<file path="config.mk">
export PLATFORM = sky130hd
export DESIGN_NAME = scr_par
export DESIGN_NICKNAME = d
export VERILOG_FILES = /design/src/rtl/scr_pkg.sv /design/src/rtl/scr_unroll.sv /design/src/rtl/scr_state_reg.sv /design/src/rtl/scr_out_reg.sv /design/src/rtl/scr_par.sv
export SDC_FILE = /design/constraint.sdc
export NUM_CORES = 1
export LEC_CHECK = 0
export ABC_AREA = 1
export ABC_CLOCK_PERIOD_IN_PS = 1700
export BUFFER_PORTS_ARGS = -buffer_cell sky130_fd_sc_hd__clkbuf_2
export CAP_MARGIN = 20
export CORE_AREA = 10 10 128 130
export CTS_CLUSTER_SIZE = 25
export DETAILED_ROUTE_END_ITERATION = 10
export DIE_AREA = 0 0 138 140
export PLACE_DENSITY = 0.67
export SLEW_MARGIN = 20
export SYNTH_ARGS = -nofsm -noshare
export SYNTH_HDL_FRONTEND = slang
export SYNTH_SLANG_ARGS = --single-unit
</file>
<file path="constraint.sdc">
create_clock -name clk_i -period 1.7 [get_ports clk_i]
set_input_delay 0.085 -clock clk_i [delete_from_list [all_inputs] [get_ports clk_i]]
set_output_delay 0.085 -clock clk_i [all_outputs]
set_load 0.1 [all_outputs]
</file>
<file path="src/rtl/scr_pkg.sv">
package scr_pkg;
  // line-code setting: x^58 + x^19 + 1, 64 bits per clock
  localparam int unsigned LC_STATE_W   = 58;
  localparam int unsigned LC_MID_EXP   = 19;
  localparam int unsigned LC_DATA_W    = 64;
  // small setting: x^3 + x + 1, 4 bits per clock
  localparam int unsigned DEMO_STATE_W = 3;
  localparam int unsigned DEMO_MID_EXP = 1;
  localparam int unsigned DEMO_DATA_W  = 4;
endpackage

</file>
<file path="src/rtl/scr_unroll.sv">
module scr_unroll #(
  parameter int unsigned STATE_W = 58,
  parameter int unsigned MID_EXP = 19,
  parameter int unsigned DATA_W  = 64
) (
  input  logic [STATE_W-1:0] state_i,
  input  logic [DATA_W-1:0]  data_i,
  output logic [DATA_W-1:0]  scr_o,
  output logic [STATE_W-1:0] next_state_o
);
  localparam int unsigned EXT_W = STATE_W + DATA_W;

  // ext[STATE_W-1:0] is history (index 0 oldest); above it, this word in serial order
  logic [EXT_W-1:0] ext;

  always_comb begin
    ext = '0;
    ext[STATE_W-1:0] = state_i;
    for (int j = 0; j < DATA_W; j++) begin
      ext[STATE_W+j] = data_i[j] ^ ext[j] ^ ext[j+MID_EXP];
    end
  end

  assign scr_o        = ext[EXT_W-1:STATE_W];
  assign next_state_o = ext[EXT_W-1:DATA_W];
endmodule

</file>
<file path="src/rtl/scr_state_reg.sv">
module scr_state_reg #(
  parameter int unsigned STATE_W = 58
) (
  input  logic               clk_i,
  input  logic               rst_ni,
  input  logic               load_i,
  input  logic [STATE_W-1:0] next_i,
  output logic [STATE_W-1:0] state_o
);
  always_ff @(posedge clk_i or negedge rst_ni) begin
    if (!rst_ni)     state_o <= '1;
    else if (load_i) state_o <= next_i;
  end
endmodule

</file>
<file path="src/rtl/scr_out_reg.sv">
module scr_out_reg #(
  parameter int unsigned DATA_W = 64
) (
  input  logic              clk_i,
  input  logic              rst_ni,
  input  logic              valid_i,
  input  logic [DATA_W-1:0] data_i,
  output logic              valid_o,
  output logic [DATA_W-1:0] data_o
);
  always_ff @(posedge clk_i or negedge rst_ni) begin
    if (!rst_ni) begin
      valid_o <= 1'b0;
      data_o  <= '0;
    end else begin
      valid_o <= valid_i;
      if (valid_i) data_o <= data_i;
    end
  end
endmodule

</file>
<file path="src/rtl/scr_par.sv">
module scr_par
  import scr_pkg::*;
#(
  parameter int unsigned STATE_W = LC_STATE_W,
  parameter int unsigned MID_EXP = LC_MID_EXP,
  parameter int unsigned DATA_W  = LC_DATA_W
) (
  input  logic              clk_i,
  input  logic              rst_ni,
  input  logic              valid_i,
  input  logic [DATA_W-1:0] data_i,
  output logic              valid_o,
  output logic [DATA_W-1:0] data_o
);
  logic [STATE_W-1:0] state_q;
  logic [STATE_W-1:0] state_d;
  logic [DATA_W-1:0]  scr_d;

  scr_unroll #(
    .STATE_W(STATE_W), .MID_EXP(MID_EXP), .DATA_W(DATA_W)
  ) u_unroll (
    .state_i     (state_q),
    .data_i      (data_i),
    .scr_o       (scr_d),
    .next_state_o(state_d)
  );

  scr_state_reg #(.STATE_W(STATE_W)) u_state (
    .clk_i  (clk_i),
    .rst_ni (rst_ni),
    .load_i (valid_i),
    .next_i (state_d),
    .state_o(state_q)
  );

  scr_out_reg #(.DATA_W(DATA_W)) u_out (
    .clk_i  (clk_i),
    .rst_ni (rst_ni),
    .valid_i(valid_i),
    .data_i (scr_d),
    .valid_o(valid_o),
    .data_o (data_o)
  );

  a_r3_latency: assert property (@(posedge clk_i) disable iff (!rst_ni)
    valid_i |=> valid_o);
  a_r3_no_spurious: assert property (@(posedge clk_i) disable iff (!rst_ni)
    !valid_i |=> !valid_o);
  a_r4_idle_state: assert property (@(posedge clk_i) disable iff (!rst_ni)
    !valid_i |=> $stable(state_q));
  a_r5_hold: assert property (@(posedge clk_i) disable iff (!rst_ni)
    !valid_i |=> $stable(data_o));
  // newest history bit is the last bit sent
  a_r2_state_tail: assert property (@(posedge clk_i) disable iff (!rst_ni)
    valid_o |-> state_q[STATE_W-1] == data_o[DATA_W-1]);
endmodule

</file>
* Yosys cells after proc, flatten, opt, wreduce, memory -nomap -nowiden
Cells that the tools add are included.
** Operators by class
- Bitwise logic cells :: 128
** Operator list (number)
- 1-bit XOR :: 128
** Storage, ports and cells
- Bits in registers :: 123
- Bits of input ports :: 67
- Output and inout bits :: 65
- Logic and storage cells :: 131

* Longest topological paths before layout
Gate-level depths: netlist of the first run.
- Depth in word-level cells :: 4
- Gate-level depth with buffers :: 9
- Gate-level depth less buffers :: 9

* Hierarchy
From an unflattened synthesis of the first run, not the netlist that was laid out.
** Unflattened totals
- Cell total of the unflattened synthesis :: 887
- Area total of the unflattened synthesis :: 6901.6 um^2
** By module, submodules not included
- scr_out_reg :: instances 1, cells an instance 271, area an instance 2471.1 um^2, seq. area each 1626.6 um^2
- scr_state_reg :: instances 1, cells an instance 246, area an instance 2275.9 um^2, seq. area each 1524.0 um^2
- scr_unroll :: instances 1, cells an instance 370, area an instance 2154.6 um^2, seq. area each 0.0 um^2

* Worst setup path after synthesis of the first run
OpenSTA, ideal clock, no wires.
- Path kind :: register to register
- From :: reg, netlist name u_out.data_o[4]
- To :: reg u_out.data_o[4]
- Library setup time :: 0.082 ns
- Data arrival time :: 1.116 ns
- Data required time :: 1.618 ns
- Path slack :: 0.502 ns
- Cell stages (with the launch flop) :: 3
- Clock period less this slack :: 1.198 ns
- Path through :: dfrtp_1 > nor2_1 > a31oi_1
** RTL lines
- to (signal assigned) :: RTL line scr_out_reg.sv:17 : if (valid_i) data_o <= data_i;
- to (decl) :: RTL line scr_out_reg.sv:9 : output logic [DATA_W-1:0] data_o

* Worst setup path after layout of the first run
- From :: reg u_out.data_o[16]
- To :: out data_o[16]
** RTL lines
- to (decl) :: RTL line scr_par.sv:13 : output logic [DATA_W-1:0] data_o
No word-level cell between the ends.

==> results summary, run 1 <==
The flow ran to the end, and the final reports show no timing, DRC or antenna violations. The synthesized design spends more area on one cell type than any other, namely dfrtp_1. The count of buffers added on input and output ports is roughly 130. The largest net degree at the start of global routing came out at 75. The HPWL reported at the end of detailed placement is 12100 um. The area share of and/or/nand/nor cells after synthesis came out at approximately a third.

The clock transition at the register clock pins on the worst setup and hold paths after CTS is 60 ps. Traced cell by cell, the critical path runs through clkbuf_2. The max-slew violation count was 0. The H-tree generated during clock tree synthesis spans 4 levels.

The final-stage net count is approximately 950. The path class of the lowest-slack min-delay path is in2reg. Among all flip-flop cells after synthesis, the most frequent one is dfrtp_1. The count of state elements after synthesis came out at 123. Counting every instance in the synthesized netlist gives 748. In this run the critical register-to-register path is captured at u_out.data_o[43]. The share of the cycle needed by the critical path after routing is between 80 and 90%. The worst-case reg-to-reg path depth is 8.

Together, buffers and inverters on the worst path number 1. The area taken by multi-input logic gates came out at between 2000 and 3000 um2. The multiplexer area fraction after synthesis came out at 0%. The category of the worst setup path capture point is an output port. The highest cell delay on the worst timing path is roughly 480 ps. The main combinational cell family by area after synthesis is simple AND/OR/NAND/NOR gates. The cell sitting at the root of the clock tree is a clkbuf_16. The data required time at the worst endpoint came out at around 1600 ps. On the critical path, the stage with the largest delay is an instance of clkbuf_2. The share of the Yosys chip area taken by registers is between 50% and 60%. The final RePlAce weighted congestion came out at about 0.81. The worst register-to-register path begins at u_state.state_o[4]. The total CTS buffers is 17.

The post-synthesis cell area is 6060 um2. In the final layout, the share of cells above drive strength 1 is a little over a quarter. The final design area excluding fillers is approximately 7500 um2.

The upper clock frequency limit came out at between 700 and 800 MHz. The buffers inserted during post-CTS setup optimization came out at 0. The initial core utilization came out at about 44%. The count of flip-flops with a built-in enable after synthesis came out at 0. The die covers just under 20000 um2. The first-pass iteration count of the detailed router came out at 5. The time the worst path needs with I/O delays and setup came out at approximately 1400 ps. The die height is between 100 and 150 um.

The average wire length per cell after detail routing is ~15 um. The number of setup violations in the final report came out at 0. The hold-critical path depth came out at 6. The max-cap violation count came out at 0. The area share of the leading cell type in the synthesized netlist came out at roughly 27%. The first global-routing pass estimated ~27000 um of wire. The clock latency at the later pin of the worst-skew pair came out at ~420 ps. Registers take between 3000 and 4000 um2. STA classifies the critical path startpoint as a register. The worst-path maximum fanout is 2. The worst register-to-register path has a setup slack of roughly 370 ps.

The arrival time reported for the critical path endpoint is ~1300 ps. The number of vias after detailed routing came out at 5019. The routed design has 16100 um of wire.

Summed over all failing endpoints, the final setup total negative slack is 0 ps. The endpoint of the worst hold-timing path is u_state.state_o[17]. Counting instances in the post-synthesis netlist gives the leading cell types as 376 x nand2_1, 65 x dfrtp_1, 61 x nand3_1. The worst clock skew came out at about 10 ps. The worst slew margin relative to its limit is ~62%. Yosys printed 0 warnings.

The worst hold path begins at data_i[23]. The tightest hold path in the finished design has a slack of about 36 ps. The clock passes through at most 2 buffers. The most used standard cell by instance count after synthesis is nand2_1. After floorplanning, the core was sized to cover approximately 14000 um2. In this run the mean area of a mapped cell was slightly above 8 um2. The final hold violation count came to 0.

The global-route total usage across every layer is 17.0%. The detailed-route DRC error count came out at 0. TritonCTS built the clock tree. Yosys attributes the largest share of cell area to dfrtp_1 27%, dfstp_2 25%, nand2_1 23%.

In the routed layout, each cell is associated on average with a via count of roughly 4.7. The number of sinks handled by clock tree synthesis is ~120. The adder-cell area share of the yosys netlist came out at 0%.

The number of gates resized after CTS came out at 0. The aggregate global routing overflow came out at 0. The final standard cell utilization of the core came out at between 50% and 60%. The number of antenna violations at the first check in global routing is 1. The count of standard-cell rows came out at between 40 and 50. The number of fillers in the final layout is about 1.4k. In this run the horizontal extent of the chip is around 140 um.

The iteration-0 DRC count of the detailed router came out at 340. The number of distinct library cells after synthesis is 19. The number of global-route vias before repair is just over 5k. In this design, the largest share of critical-path delay is due to buffers and inverters. The critical path is of the reg2out type.

The xor/xnor share of the synthesized area came out at under 10%. The share of the synthesized area in compound gates (AO/OA/AOI/OAI) came out at 1.59%. In this run the remaining antenna-violating nets after routing total 0. The number of placed I/O pins is between 100 and 150. The synthesis-to-layout area growth came out at 24.0%. After synthesis, the share of flip-flops with an asynchronous set or reset is 100%. Setup repair after global routing left no endpoint under its margin. For the pin with the worst max-slew slack, the measured transition is a little under 600 ps.

The number of nets produced by synthesis came out at approximately 800. Once placement finished, the instance area stood at between 6000 and 7000 um2.
final cells by class:
class / count / area share [%]
sequential: 123 / 41.9
multi-input combinational: 549 / 34.4
timing repair buffer: 138 / 10.5
clock buffer: 25 / 6.86
tap: 180 / 3.00
inverter: 56 / 2.81
clock inverter: 7 / 0.499
antenna: 1 / 0.0333
sequential cells by signal (all words and copies together) (netlist names):
register / flops
u_out.data_o: 64
u_state.state_o: 58
u_out.valid_o: 1
timing repair:
action / CTS / global route
endpoints found under the hold margin: 29 / 0
hold buffers: 1 / 0
endpoints found under the setup margin: 0 / 0
logic make-up (layout without fill, tap and decap cells):
family	count (synthesis)	after routing
buffers and inverters	76	226
AND/OR/NAND/NOR	464	464
XOR/XNOR	66	66
AO/OA/AOI/OAI	19	19
flip-flops	123	123
other	0	1
through the flow:
stage / std cells / worst slack (ps)
6_report: 1079 / 326
5_1_grt: 1078 / 179
4_1_cts: 1078 / 300
3_5_place_dp: 1045 / 370
3_3_place_gp: 1045 / 412
2_1_floorplan: 748 / 502
cell usage in the layout, fill, tap and decap left out, types with 13 or more instances in the layout:
| cell | instances |
|---|---|
| nand2_1 | 376 |
| clkbuf_2 | 130 |
| dfrtp_1 | 65 |
| nand3_1 | 61 |
| xnor2_1 | 60 |
| dfstp_2 | 58 |
| inv_1 | 50 |
| o21ai_0 | 18 |
| clkbuf_16 | 17 |
| or2_1 | 13 |
metal layers:
| layer | GRT usage (%) | vias up | wire (um) |
|---|---|---|---|
| met3 | 5.07 | 15 | 933 |
| met1 | 21.5 | 2328 | 7370 |
| met5 | 0 | - | 0 |
| met2 | 27.2 | 107 | 7640 |
| li1 | - | 2569 | - |
| met4 | 5.60 | 0 | 192 |
worst max-delay path by stage:
stage	cells after the start	end	from
floorplan	2	u_out.data_o[4]	u_out.data_o[4]
global placement	8	u_out.data_o[43]	u_state.state_o[4]
detailed placement	8	u_out.data_o[43]	u_state.state_o[4]
CTS	1	data_o[60]	u_out.data_o[60]
global route	8	u_out.data_o[43]	u_state.state_o[4]
finish	1	data_o[16]	u_out.data_o[16]
Power of run 1 is not shown: default switching activity piles up to over one toggle a cycle in this logic, so the estimate is an artifact.
==> run 2: changes to the inputs <==
ABC_CLOCK_PERIOD_IN_PS = 1100   (was 1700)
PLACE_DENSITY = 0.69   (was 0.67)
clock period = 1.1 ns   (was 1.7 ns; I/O delays follow)
==> run 2 against run 1 <==
The run now ends with setup timing left. Critical path depth increased by 8. Non-clock buffer count rose by 46. First-iteration DRC count is 0.59% higher. Setup slack worse by 550 ps. Via count rose by 8.6%.
==> results summary, run 2 (same netlist as run 1, synthesis figures left out) <==
The count of standard-cell rows is 43 (unchanged). The worst hold path belongs to the class in2reg. The total CTS buffers is 17 (unchanged).

The number of global-route vias before repair was 5488 (+5.7%). The category of the worst setup path capture point is a register. The number of placed I/O pins came out at 132 (unchanged). The global-route total usage across every layer was 18.5% (+1.5 points). Dividing the final minimum period by the clock period gives 120%. The final reports fail on setup timing. Leaving out fill and tap cells, the most frequent cells in the layout are 328 x nand2_1, 70 x buf_12, 65 x clkbuf_2. The H-tree depth reported by CTS came out at 4 (unchanged).

The final RePlAce weighted congestion is 0.874 (+8.1%). The post-detailed-route via-to-cell ratio is 4.85 (+4.2%). The hold-critical path depth came out at 6 (unchanged). The clock transition at the register clock pins on the worst setup and hold paths after CTS is 60 ps (about the same). Setup repair after global routing could not meet its margin everywhere.

The max-cap violation count is 0 (unchanged). The first-pass iteration count of the detailed router came out at 5 (unchanged). The total length of routed wires came out at 18600 um (+15%). The final hold violation count is 0 (unchanged). The run finished, with violations left.

The number of vias after detailed routing came to 5453 (+8.6%). The number of nets with antenna violations after detailed routing came out at 0 (unchanged). The path type of the worst setup path is reg2reg.

The worst slew margin relative to its limit came out at 73.8% (+12 points). The number of setup violations in the final report came out at 105 (+105). The area of the die was 19300 um2 (unchanged).

Relative to the synthesized area, the layout overhead comes to 57.7%. Ranked by flip-flop count, first place goes to u_out.data_o. The time the worst path needs with I/O delays and setup is 1320 ps. The upper clock frequency limit came out at around 760 MHz. The worst-path maximum fanout came out at 4 (+2). The worst clock skew is 5.91 ps (-4.35 ps). The max-slew violation count came out at 0 (unchanged). The TritonCTS clock tree is built. The total negative slack came out at -11530 ps (-11530 ps). The die outline width came out at 138 um (unchanged).

The initial core utilization is 44.0% (unchanged). The slew at the pin closest to its max-slew limit came out at 394 ps (-184 ps). The flip-flop count of the largest register after layout came to 64 (unchanged). The fraction of layout instances using a drive strength above 1 came out at 49.5% (+22 points). The count of port buffers added during placement is 131 (unchanged). The largest net degree at the start of global routing came out at 75 (unchanged). The clock latency at the later pin of the worst-skew pair came out at 410 ps (about the same).

CTS placed an instance of clkbuf_16 at the clock tree root. The global-route wire length before repair came out at 28700 um (+7.8%). The iteration-0 DRC count of the detailed router came to 342 (+0.59%).

The die height is 140 um (unchanged). The detailed-route DRC error count is 0 (unchanged). The data required time at the worst endpoint is 1400 ps (-220 ps). The final-stage net count came out at 998 (+4.8%). The average wire length per cell after detail routing came to 16.5 um (+10%). The worst-case reg-to-reg path depth is 9 (+1). In the final layout, the registers with the most flip-flops are u_out.data_o: 64 flops, u_state.state_o: 58 flops, u_out.valid_o: 1 flops. The number of antenna violations at the first check in global routing is 1 (unchanged).

The maximum buffer depth of the clock tree was 2 (unchanged). The most frequent standard cell in the layout excluding fill and tap cells is nand2_1. The worst setup path is launched from a register. The aggregate global routing overflow is 0 (unchanged).

The number of sinks handled by clock tree synthesis came to 123 (unchanged). The slack of the critical path was -223 ps (-549 ps). The arrival time reported for the critical path endpoint is 1630 ps (+340 ps). The HPWL reported at the end of detailed placement is 12900 um (+7.1%). The area inside the core boundary came to 13800 um2 (unchanged).
run 2: cell count changes in the layout (fill, tap and decap cells not counted), sizes merged:
cell / previous run / this run
clkinv: 7 / 9
buf: 7 / 117
bufinv: 0 / 5
clkbuf: 155 / 83
dlygate4sd3: 1 / 2
run 2: timing repair:
item                                    CTS  global route
gates resized for setup                  50            93
hold endpoints to repair                 85             0
hold buffers                              2             0
setup buffers                             8             8
endpoints found under the setup margin  110           132
pin swaps                                28            48
run 2: critical path, cell delays in order (launching register included):
cell and delay [ps]:
dfstp_2 570, inv_4 60, nand2_4 70, nand2_2 60, nand2_2 80, nand3_2 100, nand2_2 90, nand2_2 50
nand3_2 70, nand2_1 50
run 2: layout make-up:
type | instances | area, um2
fill | 1030 | 4210
sequential | 123 | 3230
multi-input combinational | 549 | 3140
timing repair buffer | 184 | 2110
clock buffer | 18 | 429
tap | 180 | 225
inverter | 56 | 216
clock inverter | 14 | 201
antenna | 1 | 2.50
run 2: metrics by stage:
step                worst slack [ps]  utilization, %  hold slack (ps)  area, um2  std cells
floorplan                      -63.2               -             -241       6140        748
finish                          -223            69.4             16.5       9560       1125
CTS                             -205            66.3             6.23       9130       1117
global placement                -187            59.7             -112       8230       1076
global route                    -291            69.4             41.5       9560       1124
detailed placement              -201            59.7             -112       8230       1076
run 2: worst paths after layout:
check	startpoint	to	slack, ps
hold reg to reg	u_state.state_o[13]	u_state.state_o[13]	480
min in group asynchronous	rst_ni	u_state.state_o[12]	180
hold / removal	data_i[48]	u_state.state_o[42]	20
setup reg to reg	u_state.state_o[19]	u_out.data_o[58]	-220
setup / recovery	u_state.state_o[19]	u_out.data_o[58]	-220
max in group asynchronous	rst_ni	u_out.data_o[57]	320
run 2: layer usage:
layer	GRT usage, %	wire length (um)	vias to the layer above	part of all wire [%]
li1	-	-	2667	-
met1	21.6	7610	2607	41
met2	30.0	9200	154	50
met3	7.27	1380	25	7.4
met4	6.94	380	0	2.0
met5	0	0	-	0
Power of run 2 is left out for the same reason.
==> run 3: changes to the inputs <==
SKIP_LAST_GASP = 1   (was default)
==> run 3 against run 2 <==
The flow still finishes with violations (setup timing). Die area did not move. Sequential share of layout area rose by 0.098 points. Critical path depth fell by 2. Design area fell by 0.29%. Register-to-register slack barely moved. Highest routed layer unchanged. Worst hold slack barely moved.
==> results summary, run 3 (same netlist as run 1, synthesis figures left out) <==
The worst clock skew is 6.26 ps (+0.354 ps). The die height came out at 140 um (unchanged). The time the worst path needs with I/O delays and setup is 1340 ps (+14.7 ps).

The worst slack at placement is -201 ps (unchanged). The count of standard-cell rows is 43 (unchanged). The final standard cell utilization of the core came out at 69.2% (-0.20 points).

The first-pass iteration count of the detailed router is 5 (unchanged). The flip-flop count of the largest register after layout came out at 64 (unchanged). The worst slew margin relative to its limit came to 73.7% (about the same).

The max-slew violation count is 0 (unchanged). The slew at the pin closest to its max-slew limit came out at 394 ps (+0.111 ps). The worst-path maximum fanout was 4 (unchanged). The count of port buffers added during placement came out at 131 (unchanged).

The number of buffers and inverters on the critical path is 1 (unchanged). The data required time at the worst endpoint came out at 1400 ps (about the same). The register containing the most flip-flops in the final layout is u_out.data_o. The aggregate global routing overflow came out at 0 (unchanged). In the layout the commonest cells are 329 x nand2_1, 70 x buf_12, 65 x clkbuf_2. The placement-stage cell area was 8230 um2 (unchanged).

The worst-case reg-to-reg path depth is 7 (-2). The share of the cycle needed by the critical path after routing is 122% (+1.3 points). The reg2reg setup slack came out at -240 ps (about the same).

The slack of the critical path is -238 ps (-14.7 ps). The final-stage net count is 998 (unchanged). The highest cell delay on the worst timing path came out at 560 ps (about the same).

The slowest stage of the critical path belongs to the cell dfstp_2. STA classifies the critical path endpoint as a register. The total CTS buffers came out at 17 (unchanged). The final reports fail on setup timing. By startpoint and endpoint, the worst setup path is classified as reg2reg. The iteration-0 DRC count of the detailed router is 279 (-18%).

The post-detailed-route via-to-cell ratio came out at 4.87 (+0.40%). The largest registers in the layout are u_out.data_o: 64 flops, u_state.state_o: 58 flops, u_out.valid_o: 1 flops. STA classifies the critical path startpoint as a register.

The area growth from synthesis to layout is 57.2%. For hold timing, the worst endpoint is u_state.state_o[42]. The fraction of layout instances using a drive strength above 1 was 48.7% (-0.74 points). The hold-critical path depth came out at 6 (unchanged). The most used cell along the critical path is nand3_1. The max-cap violation count was 0 (unchanged). The number of antenna violations at the first check in global routing was 1 (unchanged).

The largest net degree at the start of global routing is 75 (unchanged). The area inside the core boundary was 13800 um2 (unchanged). The clock latency at the later pin of the worst-skew pair is 410 ps (about the same). The startpoint identified for the worst register-to-register timing path is u_state.state_o[22]. The HPWL reported at the end of detailed placement is 12900 um (unchanged). The worst hold path belongs to the class in2reg. The category of cells accounting for the largest share of critical-path delay is simple AND/OR/NAND/NOR gates. Setup repair after global routing could not meet its margin everywhere. The die outline width is 138 um (unchanged). The number of placed I/O pins is 132 (unchanged). The flow ran to the end, but the final reports show violations. The clock transition at the register clock pins on the worst setup and hold paths after CTS is 60 ps (about the same). The number of setup violations in the final report is 104 (-0.95%).

The final hold violation count came to 0 (unchanged). The library cell used most frequently in the layout, excluding fill and tap cells, is nand2_1. The worst hold slack across all endpoints came out at 16.3 ps (-0.167 ps). The worst register-to-register path ends at u_out.data_o[61]. The average wire length per cell after detail routing came to 16.4 um (-0.71%). The global-route wire length before repair is 28700 um (about the same). The signal on the critical path passes through inv_2 -> nand2_2 -> nand3_2 -> nand3_1 -> nand3_1 -> nand3_1 -> nand2_1. The number of nets with antenna violations after detailed routing came out at 0 (unchanged). The maximum buffer depth of the clock tree is 2 (unchanged).

The final design area excluding fillers is 9530 um2 (-0.29%). The total length of routed wires came out at 18400 um (-0.71%). The upper clock frequency limit came out at 747 MHz (-1.1%). The number of sinks handled by clock tree synthesis came out at 123 (unchanged). The area of the die came out at 19300 um2 (unchanged). The hold path startpoint is data_i[48]. The final RePlAce weighted congestion is 0.874 (unchanged).

The number of vias after detailed routing came out at 5475 (+0.40%). The initial core utilization is 44.0% (unchanged). The number of global-route vias before repair was 5489 (+0.018%). The H-tree depth reported by CTS came out at 4 (unchanged). The arrival time reported for the critical path endpoint is 1640 ps (about the same).

The global-route total usage across every layer came to 18.5% (about the same). The TritonCTS clock tree is built. The detailed-route DRC error count is 0 (unchanged).

The root cell of the clock tree is clkbuf_16.
-- run 3: cell type report --
class | count | area [um2]
Clock inverter | 14 | 201
Fill cell | 1033 | 4240
Antenna cell | 1 | 2.50
Clock buffer | 18 | 429
Timing Repair Buffer | 184 | 2110
Multi-Input combinational cell | 549 | 3110
Sequential cell | 123 | 3230
Inverter | 56 | 216
Tap cell | 180 | 225
-- run 3: worst max path at each step --
stage,startpoint,endpoint,slack (ps),depth (start not counted)
2_1_floorplan,u_state.state_o[4],u_out.data_o[62],-60,9
3_3_place_gp,u_state.state_o[28],u_state.state_o[22],-190,5
3_5_place_dp,u_state.state_o[4],u_out.data_o[62],-200,9
4_1_cts,u_state.state_o[8],u_out.data_o[47],-210,6
5_1_grt,u_state.state_o[19],u_out.data_o[58],-290,9
6_report,u_state.state_o[22],u_out.data_o[61],-240,7
-- run 3: per-layer routing --
layer | vias up | GRT usage [%] | wire, um
met5 | - | 0 | 0
met4 | 0 | 6.94 | 385
met3 | 24 | 7.27 | 1420
met2 | 149 | 30.0 | 9140
met1 | 2635 | 21.6 | 7490
li1 | 2667 | - | -
-- run 3: tightest hold or removal path, stage by stage --
cell and delay, ps:
clkbuf_2 80, xnor2_1 70, inv_1 50, nand2_1 50, nand3_2 70, nand2_1 50
-- run 3: through the flow --
step	std cells	setup TNS [ps]
final	1125	-11510
after global routing	1124	-19050
after CTS	1117	-10600
after detailed placement	1076	-9650
after global placement	1076	-7580
after floorplan	748	-1380
-- run 3: repair_timing --
action,4_1_cts,5_1_grt
endpoints found under the setup margin,110,132
pin swaps,28,48
hold endpoints to repair,85,0
buffers inserted,8,8
gates resized for setup,47,88
hold buffers,2,0
Power of run 3 is left out for the same reason.
